<file path="src/rtl/evt_timer_pkg.sv">
package evt_timer_pkg;

    localparam int WIN_AW  = 10;
    localparam int HALF_W  = 32;
    localparam int OFF_W   = 5;
    localparam int GRP_W   = WIN_AW - OFF_W;

    localparam logic [WIN_AW-1:0] OFS_CAP_LO = 10'h000;
    localparam logic [WIN_AW-1:0] OFS_CAP_HI = 10'h004;
    localparam logic [WIN_AW-1:0] OFS_CFG    = 10'h010;
    localparam logic [WIN_AW-1:0] OFS_CFG_HI = 10'h014;
    localparam logic [WIN_AW-1:0] OFS_STAT   = 10'h020;
    localparam logic [WIN_AW-1:0] OFS_CNT_LO = 10'h0F0;
    localparam logic [WIN_AW-1:0] OFS_CNT_HI = 10'h0F4;
    localparam logic [WIN_AW-1:0] CHAN_BASE  = 10'h100;

    typedef enum logic [3:0] {
        RG_NONE,
        RG_CAP_LO,
        RG_CAP_HI,
        RG_CFG,
        RG_CFG_HI,
        RG_STATUS,
        RG_CNT_LO,
        RG_CNT_HI,
        RG_CHAN
    } evt_region_e;

    typedef enum logic {
        CTR_HALTED,
        CTR_RUNNING
    } ctr_state_e;

endpackage

</file>
<file path="src/rtl/evt_addr_decode.sv">
module evt_addr_decode
    import evt_timer_pkg::*;
#(
    parameter int NUM_CH = 3
) (
    input  logic [WIN_AW-1:0] addr,
    output evt_region_e       region,
    output logic [GRP_W-1:0]  chan_idx,
    output logic              chan_hit
);
    localparam logic [GRP_W-1:0] BASE_GRP = CHAN_BASE[WIN_AW-1:OFF_W];

    always_comb begin
        region   = RG_NONE;
        chan_idx = addr[WIN_AW-1:OFF_W] - BASE_GRP;
        chan_hit = 1'b0;
        if (addr[1:0] == 2'b00) begin
            if (addr >= CHAN_BASE) begin
                region   = RG_CHAN;
                chan_hit = (32'(chan_idx) < NUM_CH);
            end else begin
                unique case (addr)
                    OFS_CAP_LO: region = RG_CAP_LO;
                    OFS_CAP_HI: region = RG_CAP_HI;
                    OFS_CFG:    region = RG_CFG;
                    OFS_CFG_HI: region = RG_CFG_HI;
                    OFS_STAT:   region = RG_STATUS;
                    OFS_CNT_LO: region = RG_CNT_LO;
                    OFS_CNT_HI: region = RG_CNT_HI;
                    default:    region = RG_NONE;
                endcase
            end
        end
    end
endmodule

</file>
<file path="src/rtl/evt_main_counter.sv">
module evt_main_counter
    import evt_timer_pkg::*;
#(
    parameter int NUM_CH = 3
) (
    input  logic                clk,
    input  logic                rst_n,
    input  logic                tick,
    input  logic                en_next,
    input  logic                wr_lo,
    input  logic                wr_hi,
    input  logic [HALF_W-1:0]   wdata,
    input  logic [NUM_CH-1:0]   cmp_valid,
    output logic [2*HALF_W-1:0] count,
    output logic                running,
    output logic [NUM_CH-1:0]   arm,
    output logic                disarm
);
    ctr_state_e state_q, state_d;
    logic [2*HALF_W-1:0] cnt_q;
    logic [NUM_CH-1:0]   arm_q;
    logic                disarm_q;
    logic                go_start, go_stop;

    // Next-state: START when enabled from halt, STOP when disabled while running.
    always_comb begin
        state_d  = state_q;
        go_start = 1'b0;
        go_stop  = 1'b0;
        unique case (state_q)
            CTR_HALTED: if (en_next) begin
                state_d  = CTR_RUNNING;
                go_start = 1'b1;
            end
            CTR_RUNNING: if (!en_next) begin
                state_d = CTR_HALTED;
                go_stop = 1'b1;
            end
            default: state_d = CTR_HALTED;
        endcase
    end

    always_ff @(posedge clk or negedge rst_n) begin
        if (!rst_n) state_q <= CTR_HALTED;
        else        state_q <= state_d;
    end

    // Output process: counter datapath and transition strobes.
    always_ff @(posedge clk or negedge rst_n) begin
        if (!rst_n) begin
            cnt_q    <= '0;
            arm_q    <= '0;
            disarm_q <= 1'b0;
        end else begin
            arm_q    <= go_start ? cmp_valid : '0;
            disarm_q <= go_stop;
            unique case (state_q)
                CTR_HALTED: begin
                    if (wr_lo) cnt_q[HALF_W-1:0]        <= wdata;
                    if (wr_hi) cnt_q[2*HALF_W-1:HALF_W] <= wdata;
                end
                CTR_RUNNING: if (tick) cnt_q <= cnt_q + 1'b1;
                default: ;
            endcase
        end
    end

    assign count   = cnt_q;
    assign running = (state_q == CTR_RUNNING);
    assign arm     = arm_q;
    assign disarm  = disarm_q;

    p_hold_halted_r5: assert property (@(posedge clk) disable iff (!rst_n)
        (state_q == CTR_HALTED && !wr_lo && !wr_hi) |=> $stable(cnt_q));
    p_step_running_r5: assert property (@(posedge clk) disable iff (!rst_n)
        (state_q == CTR_RUNNING && tick) |=> (cnt_q == $past(cnt_q) + 64'd1));
    p_no_tick_hold_r12: assert property (@(posedge clk) disable iff (!rst_n)
        (state_q == CTR_RUNNING && !tick) |=> $stable(cnt_q));
    p_arm_on_start_r7: assert property (@(posedge clk) disable iff (!rst_n)
        (|arm_q) |-> ($past(state_q) == CTR_HALTED && state_q == CTR_RUNNING));
    p_disarm_pulse_r7: assert property (@(posedge clk) disable iff (!rst_n)
        disarm_q |=> !disarm_q);
endmodule

</file>
<file path="src/rtl/evt_read_mux.sv">
module evt_read_mux
    import evt_timer_pkg::*;
#(
    parameter int NUM_CH = 3,
    parameter logic [HALF_W-1:0] CAP_LO = '0,
    parameter logic [HALF_W-1:0] CAP_HI = '0
) (
    input  evt_region_e              region,
    input  logic [GRP_W-1:0]         chan_idx,
    input  logic                     chan_hit,
    input  logic [HALF_W-1:0]        cfg,
    input  logic [2*HALF_W-1:0]      count,
    input  logic [NUM_CH-1:0]        irq_status,
    input  logic [NUM_CH*HALF_W-1:0] chan_rdata,
    output logic [HALF_W-1:0]        rdata
);
    logic [HALF_W-1:0] chan_word;

    always_comb begin
        chan_word = '0;
        for (int i = 0; i < NUM_CH; i++) begin
            if (32'(chan_idx) == i) chan_word = chan_rdata[i*HALF_W +: HALF_W];
        end
    end

    always_comb begin
        unique case (region)
            RG_CAP_LO: rdata = CAP_LO;
            RG_CAP_HI: rdata = CAP_HI;
            RG_CFG:    rdata = cfg;
            RG_STATUS: rdata = HALF_W'(irq_status);
            RG_CNT_LO: rdata = count[HALF_W-1:0];
            RG_CNT_HI: rdata = count[2*HALF_W-1:HALF_W];
            RG_CHAN:   rdata = chan_hit ? chan_word : '0;
            default:   rdata = '0;
        endcase
    end
endmodule

</file>
<file path="src/rtl/evt_timer_regs.sv">
module evt_timer_regs
    import evt_timer_pkg::*;
#(
    parameter int                NUM_CH    = 3,
    parameter logic [31:0]       TICK_FS   = 32'd10000000,
    parameter logic [15:0]       VENDOR_ID = 16'h8086,
    parameter logic [7:0]        REV_ID    = 8'h01,
    parameter logic [31:0]       CFG_WMASK = 32'h0000_0003
) (
    input  logic                     clk,
    input  logic                     rst_n,
    input  logic                     req_valid,
    input  logic                     req_write,
    input  logic [9:0]               req_addr,
    input  logic [31:0]              req_wdata,
    output logic                     rsp_valid,
    output logic [31:0]              rsp_rdata,
    input  logic                     cnt_tick,
    output logic [NUM_CH-1:0]        chan_sel,
    output logic                     chan_wr,
    output logic [4:0]               chan_off,
    output logic [31:0]              chan_wdata,
    input  logic [NUM_CH*32-1:0]     chan_rdata,
    input  logic [NUM_CH-1:0]        chan_cmp_valid,
    input  logic [NUM_CH-1:0]        chan_irq_status,
    output logic [63:0]              main_count,
    output logic                     glb_enable,
    output logic                     legacy_mode,
    output logic [NUM_CH-1:0]        arm_strobe,
    output logic                     disarm_strobe
);
    localparam int CFG_EN_BIT  = 0;
    localparam int CFG_LEG_BIT = 1;
    localparam logic [4:0]  NCH_FIELD = 5'(NUM_CH - 1);
    localparam logic [31:0] CAP_WORD  = {VENDOR_ID, 1'b1, 1'b0, 1'b1, NCH_FIELD, REV_ID};

    evt_region_e       region;
    logic [GRP_W-1:0]  chan_idx;
    logic              chan_hit;
    logic [31:0]       cfg_q, cfg_d;
    logic              cfg_wr, cnt_wr_lo, cnt_wr_hi, rd_req;
    logic [31:0]       rd_word;
    logic              running;

    evt_addr_decode #(.NUM_CH(NUM_CH)) u_dec (
        .addr     (req_addr),
        .region   (region),
        .chan_idx (chan_idx),
        .chan_hit (chan_hit)
    );

    assign cfg_wr    = req_valid && req_write && (region == RG_CFG);
    assign cnt_wr_lo = req_valid && req_write && (region == RG_CNT_LO);
    assign cnt_wr_hi = req_valid && req_write && (region == RG_CNT_HI);
    assign rd_req    = req_valid && !req_write;
    assign cfg_d     = cfg_wr ? ((cfg_q & ~CFG_WMASK) | (req_wdata & CFG_WMASK)) : cfg_q;

    always_ff @(posedge clk or negedge rst_n) begin
        if (!rst_n) cfg_q <= '0;
        else        cfg_q <= cfg_d;
    end

    evt_main_counter #(.NUM_CH(NUM_CH)) u_ctr (
        .clk       (clk),
        .rst_n     (rst_n),
        .tick      (cnt_tick),
        .en_next   (cfg_d[CFG_EN_BIT]),
        .wr_lo     (cnt_wr_lo),
        .wr_hi     (cnt_wr_hi),
        .wdata     (req_wdata),
        .cmp_valid (chan_cmp_valid),
        .count     (main_count),
        .running   (running),
        .arm       (arm_strobe),
        .disarm    (disarm_strobe)
    );

    evt_read_mux #(.NUM_CH(NUM_CH), .CAP_LO(CAP_WORD), .CAP_HI(TICK_FS)) u_rmux (
        .region     (region),
        .chan_idx   (chan_idx),
        .chan_hit   (chan_hit),
        .cfg        (cfg_q),
        .count      (main_count),
        .irq_status (chan_irq_status),
        .chan_rdata (chan_rdata),
        .rdata      (rd_word)
    );

    // Channel select fan-out, one bit per implemented channel.
    for (genvar g = 0; g < NUM_CH; g++) begin : g_sel
        assign chan_sel[g] = req_valid && (region == RG_CHAN) && chan_hit
                             && (32'(chan_idx) == g);
    end
    assign chan_wr    = req_write;
    assign chan_off   = req_addr[OFF_W-1:0];
    assign chan_wdata = req_wdata;

    always_ff @(posedge clk or negedge rst_n) begin
        if (!rst_n) begin
            rsp_valid <= 1'b0;
            rsp_rdata <= '0;
        end else begin
            rsp_valid <= rd_req;
            rsp_rdata <= rd_req ? rd_word : '0;
        end
    end

    assign glb_enable  = running;
    assign legacy_mode = cfg_q[CFG_LEG_BIT];

    p_sel_onehot_r1: assert property (@(posedge clk) disable iff (!rst_n)
        $onehot0(chan_sel));
    p_read_resp_r2: assert property (@(posedge clk) disable iff (!rst_n)
        rd_req |=> rsp_valid);
    p_no_write_resp_r2: assert property (@(posedge clk) disable iff (!rst_n)
        !rd_req |=> !rsp_valid);
    p_cfg_write_only_r4: assert property (@(posedge clk) disable iff (!rst_n)
        !cfg_wr |=> $stable(cfg_q));
    p_legacy_follow_r8: assert property (@(posedge clk) disable iff (!rst_n)
        !$stable(legacy_mode) |-> $past(cfg_wr));
    p_enable_match_r5: assert property (@(posedge clk) disable iff (!rst_n)
        glb_enable == cfg_q[CFG_EN_BIT]);
endmodule

</file>
<file path="config.mk">
export PLATFORM = sky130hd
export DESIGN_NAME = evt_timer_regs
export DESIGN_NICKNAME = d
export VERILOG_FILES = /design/src/rtl/evt_timer_pkg.sv /design/src/rtl/evt_addr_decode.sv /design/src/rtl/evt_main_counter.sv /design/src/rtl/evt_read_mux.sv /design/src/rtl/evt_timer_regs.sv
export SDC_FILE = /design/constraint.sdc
export NUM_CORES = 1
export LEC_CHECK = 0
export CAP_MARGIN = 30
export CORE_ASPECT_RATIO = 1.5
export CORE_MARGIN = 8
export CORE_UTILIZATION = 40
export CTS_BUF_LIST = sky130_fd_sc_hd__clkbuf_8
export DETAILED_ROUTE_END_ITERATION = 10
export GPL_TIMING_DRIVEN = 0
export HOLD_SLACK_MARGIN = 0.02
export PLACE_DENSITY = 0.9
export SLEW_MARGIN = 10
export SYNTH_ARGS = -nofsm -noshare
export SYNTH_HDL_FRONTEND = slang
export SYNTH_SLANG_ARGS = --single-unit
export TNS_END_PERCENT = 30
</file>
<file path="constraint.sdc">
create_clock -name clk -period 2.1 [get_ports clk]
set_input_delay 0.42 -clock clk [delete_from_list [all_inputs] [get_ports clk]]
set_output_delay 0.42 -clock clk [all_outputs]
set_load 0.02 [all_outputs]
</file>
# ---- After elaboration in Yosys (flattened, before gate mapping)
# Cells that the tools add are included.
dict set report word_totals {
  ff_bits 134
  in_bits 149
  out_inout_bits 144
  wordCells 70
}
dict set report op_classes {
  add_sub_neg 2
  magnitude_cmp 2
  n_eq_ne 18
  muxes 21
  bitwise 2
  reduce_logical 16
}
# op count
set op_table {}
lappend op_table {{$mux 32} 7}
lappend op_table {{$pmux 32 s7} 1}
lappend op_table {{$pmux 64 s2} 1}
lappend op_table {{$add 64x1->64 const B} 1}
lappend op_table {{$mux 64} 1}
lappend op_table {{$or 32x2->32} 1}
lappend op_table {{$pmux 3 s7} 1}
lappend op_table {{$eq 10x5->1 const B} 2}
lappend op_table {{$eq 10x8->1 const B} 2}
lappend op_table {{$eq 4x3->1 const B} 3}
lappend op_table {{$eq 10x3->1 const B} 1}
lappend op_table {{$eq 10x6->1 const B} 1}
lappend op_table {{$ge 10x9->1 const B} 1}
lappend op_table {{$logic_and 1x1->1} 10}
lappend op_table {{$logic_not 10->1} 1}
lappend op_table {{$eq 4x2->1 const B} 2}
lappend op_table {{$mux 4} 2}
lappend op_table {{$mux 1} 7}
lappend op_table {{$ne 2x2->1 const B} 3}
lappend op_table {{$eq 5x1->1 const B} 1}
lappend op_table {{$eq 5x2->1 const B} 1}
lappend op_table {{$logic_not 5->1} 1}
lappend op_table {{$lt 5x2->1 const B} 1}
lappend op_table {{$sub 5x4->5 const B} 1}
lappend op_table {{other kinds (7)} 8}

# ---- Depth between registers and ports, before layout
dict set report logic_depth {
  word_depth 10
  depth_mapped 9
  depth_no_buf 8
}

# ---- By module
# From an unflattened synthesis, not the netlist that was laid out.
dict set report unflattened {
  hier_cells 972
  hier_area_um2 7958.9
}
# module instances cells_per_inst area_per_inst_um2 seq_area_each_um2
set modules_own_cells {}
lappend modules_own_cells {evt_main_counter 1 544 4566.9 1726.7}
lappend modules_own_cells {evt_read_mux 1 279 1714.1 0.0}
lappend modules_own_cells {evt_timer_regs 1 123 1503.9 875.8}
lappend modules_own_cells {evt_addr_decode 1 26 173.9 0.0}

# ---- Worst setup path before layout
# No wires, ideal clock.
dict set report synth_timing {
  path_type {input -> output}
  from {input port req_addr[5]}
  to {output port chan_sel[2]}
  arrival_time_ns 2.168
  t_required_ns 1.680
  slack_ns -0.488
  cell_stages 7
  path_buffers 2
  cell_sequence {clkbuf_1 -> a211oi_1 -> nand4b_1 -> nor3b_2 -> clkbuf_1 -> nand2_1 -> nor3b_1}
}
dict set report synth_between {
  elab_chain_len 8
  word_cells_on_any_way 20
  classes_between {1 x add/sub; 2 x order compare; 8 x eq/ne; 5 x mux; 4 x reduce/logical}
}
# item line_no
set synth_rtl {}
lappend synth_rtl {{start, declared} evt_timer_regs.sv:14} ;# input logic [9:0] req_addr,
lappend synth_rtl {{parallel branches: the longest is 7 deep, another holds $sub 5x4->5} -}
lappend synth_rtl {{$logic_and 1x1->1 (*)} evt_timer_regs.sv:92} ;# && (32'(chan_idx) == g);
lappend synth_rtl {{end, declared} evt_timer_regs.sv:19} ;# output logic [NUM_CH-1:0] chan_sel,
# Every way passes the cells marked *.

# ---- Final worst setup path
dict set report layout_timing {
  from {input port req_addr[8]}
  to {output port chan_sel[2]}
}
# The elaborated chain is that of the path after synthesis.

==> results by group <==
Power and ir drop
  • Cell area power density: roughly 430 nW/µm²
  • Leak pwr: 4.562 nW
  • IR Drop Worst-Case VDD: 0.0003034 V

Global routing
  • Number of global-route vias before repair: between 8000 and 9000
  • Initial antenna violation count: 0
  • Global-route wire length before repair: 51.02 mm
  • Overall routing resource usage: 31.12%
  • Pin count of the biggest net entering global routing: 78
  • Global route overflow: 0

Timing
  • Post-route clock skew: 0.01488 ns
  • Slew at the pin with the worst max-slew slack: roughly 0.77 ns
  • Portion of the clock cycle consumed by the worst path in the final layout: 106.2%
  • Final setup violating endpoints: 16
  • Unrepaired setup endpoints after global routing: true
  • Hold Vio Cnt, Final: 0
  • Final Max Tran Viols: 0
  • Min Clock Period, post-route: 2.231 ns
  • Setup TNS: -0.4890 ns
  • Final critical-path setup slack: -0.1306 ns
  • Worst-case headroom to the max-slew limit: 48.24%
  • Highest achievable clock rate: 0.4483 GHz

Synthesis
  • Mapped Area: 6853 µm²
  • Synthesized flop and latch total: between 100 and 150
  • Yosys top cell by area: dfrtp_1
  • EDFF count, synth: 0
  • Area fraction of the dominant cell type after synthesis: 37.61%
  • Avg Synthesized Cell Area: 8.217 µm²
  • Gate Count Post-Synth: 834
  • Share of async-settable or async-resettable flops after synthesis: 100.0%
  • Count of distinct cell types in the synthesized netlist: 63
  • Most common flop cell mapped by yosys: dfrtp_1
  • Cell types occupying the most area after synthesis: dfrtp_1, nand2_1, a21oi_1
  • Synth warnings: 0
  • Synth Net Count: 986
  • Post-synthesis sequential area ratio: 37.61%

Cells and area
  • Finished layout cell area: 11510 µm²
  • Filler cells: 1325
  • Layout cells sized above 1: 27.83%
  • Most common cell after layout, fill and taps aside: clkdlybuf4s50_1
  • Core occupancy in the finished layout: between 60% and 70%
  • Area growth, synth to finish: 67.97%
  • Final layout net count: 1365
  • Number of antenna cells inserted: 0
  • Commonest non-fill, non-tap cells in the layout: clkdlybuf4s50_1, buf_4, nand2_1, a21oi_1, dfrtp_1

Critical path
  • Worst endpoint data arrival time: about 1.8 ns
  • WP buf/inv: 4
  • Category of the critical setup timing path: input pin to output port
  • Worst Path Required: between 1.5 and 2 ns
  • Worst path slowest cell: nor3b_4
  • Largest driver fanout on the critical path: 4
  • Critical Path Source Type: input pin
  • Slowest stage delay, CP: 0.31 ns
  • Endpoint type of the worst setup path: output port
  • Dominant delay contributor by cell family on the critical path: simple AND/OR/NAND/NOR gates
  • Crit-path cells: buf_8, inv_4, ha_4, nand4b_1, nor3b_4, buf_8, nand2_8, nor3b_4, buf_6

Routing
  • Number of remaining DRC errors: 0
  • Routed via count divided by cell count: 6.333
  • Average wire per cell in the routed design: 25.70 µm
  • Starting DRT DRC Count: 1019
  • Final wirelength: ~37 mm
  • Total number of vias: 9044
  • Antenna-violating nets left: 0
  • Length of the first detailed-routing pass in iterations: 9

Floorplan
  • Die H: 176.3 µm
  • Rows: 58
  • Overall die area: 21660 µm²
  • Starting Density: 40.88%
  • Core region area: 16760 µm²
  • Number of ports placed on the die boundary: 293
  • Die width: 122.9 µm

Placement
  • Total cell area at the placement stage: 10150 µm²
  • Gp weighted congestion: 1.009
  • DP HPWL: between 20 and 30 mm
  • Port buffer count: 291

Hold path
  • Path class of the lowest-slack min-delay path: input pin to asynchronous set/reset pin

Clock network
  • Largest buffer count on any clock path: 2
  • CTS sink count: 103
  • Clk pin slew, worst setup/hold paths: 0.12 ns
  • CTS Buf Count: 9
  • Count of H-tree levels built during CTS: 3
  • TritonCTS clock tree: yes
  • Clock network latency to the later pin of the worst-skew pair: 0.40 ns
  • Cell at the root of the clock tree: clkbuf_8

Run status
  • Failing checks: setup timing
  • Outcome: finished with violations

Run
  • Maximum Capacitance Violations: 0
[Yosys cell counts (3+ instances only)]
master      n
or3_1       4
and3_1     15
nor4_2      3
dfrtp_1   103
nand3_1    35
and4_1      3
o21ai_0    58
o32ai_1     4
nor2_1     58
nand4_1    15
and2_1      8
a31oi_1    15
o211ai_1    4
a22oi_1    16
o2bb2a_1    7
inv_1      11
nand2b_1    3
a211oi_1   10
o31ai_1     5
ha_1        3
buf_4      42
mux2i_1    24
nor4_1      8
clkbuf_1   39
a222oi_1   18
nor3_1     27
a21oi_1    77
buf_1       4
buf_2      10
nand2_1   109
o22ai_1    50
[state kept, by name (all words and copies together), names as in the netlist]
register      cells
u_ctr.arm         3
rsp_rdata        32
u_ctr.disarm      1
u_ctr.count      64
cfg_q             2
rsp_valid         1
[power by group]
part,leakage [nW],switching [W],internal [W]
registers,1.33,0.000216,0.00209
clock network,0.0939,0.000818,0.000452
logic,3.14,0.000677,0.000718
[stage by stage]
stage	setup WS [ns]	cells	hold slack, ns	total power (W)
after floorplan	-0.1488	834	0.1244	0.002739
after global placement	-3.785	1335	0.5166	0.003546
after detailed placement	-1.499	1336	0.3131	0.003573
after CTS	-0.2400	1376	0.4663	0.004797
after global routing	-0.1572	1428	0.4894	0.005110
final	-0.1306	1428	0.4579	0.004968
[timing repair]
item,4_1_cts,5_1_grt
setup endpoints to repair,140,86
gates resized for setup,149,120
endpoints found under the hold margin,26,0
hold buffers,1,0
cloned,1,2
pin swaps,17,30
buffers inserted,22,52
[path summary, 6_finish.rpt]
kind | start | end | slack [ns] | depth (start not counted)
setup / recovery | req_addr[8] | chan_sel[2] | -0.13 | 9
min in group clk | req_addr[0] | rsp_rdata[23]$_DFF_PN0_ | 0.47 | 4
hold reg to reg | u_ctr.count[12]$_DFFE_PN0P_ | u_ctr.count[12]$_DFFE_PN0P_ | 0.57 | 1
hold / removal | rst_n | u_ctr.count[46]$_DFFE_PN0P_ | 0.46 | 2
max in group asynchronous | rst_n | u_ctr.count[27]$_DFFE_PN0P_ | 0.94 | 3
setup reg to reg | u_ctr.count[8]$_DFFE_PN0P_ | u_ctr.count[54]$_DFFE_PN0P_ | -0.03 | 8
[per-layer routing]
| layer | up-vias | part of all wire (%) | wire length [µm] | GRT usage, % |
|---|---|---|---|---|
| li1 | 3861 | - | - | - |
| met1 | 4273 | 33 | 11930 | 33.36 |
| met2 | 716 | 50 | 18220 | 53.85 |
| met3 | 194 | 11 | 4079 | 6.396 |
| met4 | 0 | 6.7 | 2463 | 20.35 |
| met5 | - | 0 | 0 | 0 |
[cells by family after synthesis]
family                     share of synthesized area (%)
adders and majority gates                         0.5478
DFF                                                37.61
AOI/OAI and AO/OA                                  25.62
buffers and inverters                              8.672
muxes                                              3.834
and+or+nand+nor                                    23.72
[area by class of cell]
class                      count  area [µm²]  share of cell area [%]
tap                          210       262.8                   2.283
clock inverter                 7       57.56                  0.5000
inverter                      12       63.81                  0.5543
timing repair buffer         370        3540                   30.75
clock buffer                   9       123.9                   1.076
sequential                   103        2631                   22.86
multi-input combinational    622        4161                   36.15
buffer                        95       670.6                   5.826
[worst register-to-register path: cells and delay by family (launching register included)]
family                 cells  cell delay (ns)
muxes                      1             0.19
buffers and inverters      2             0.31
DFF                        1             0.44
AOI/OAI and AO/OA          1             0.08
and+or+nand+nor            4             0.97
(Power assumes the default switching activity.)
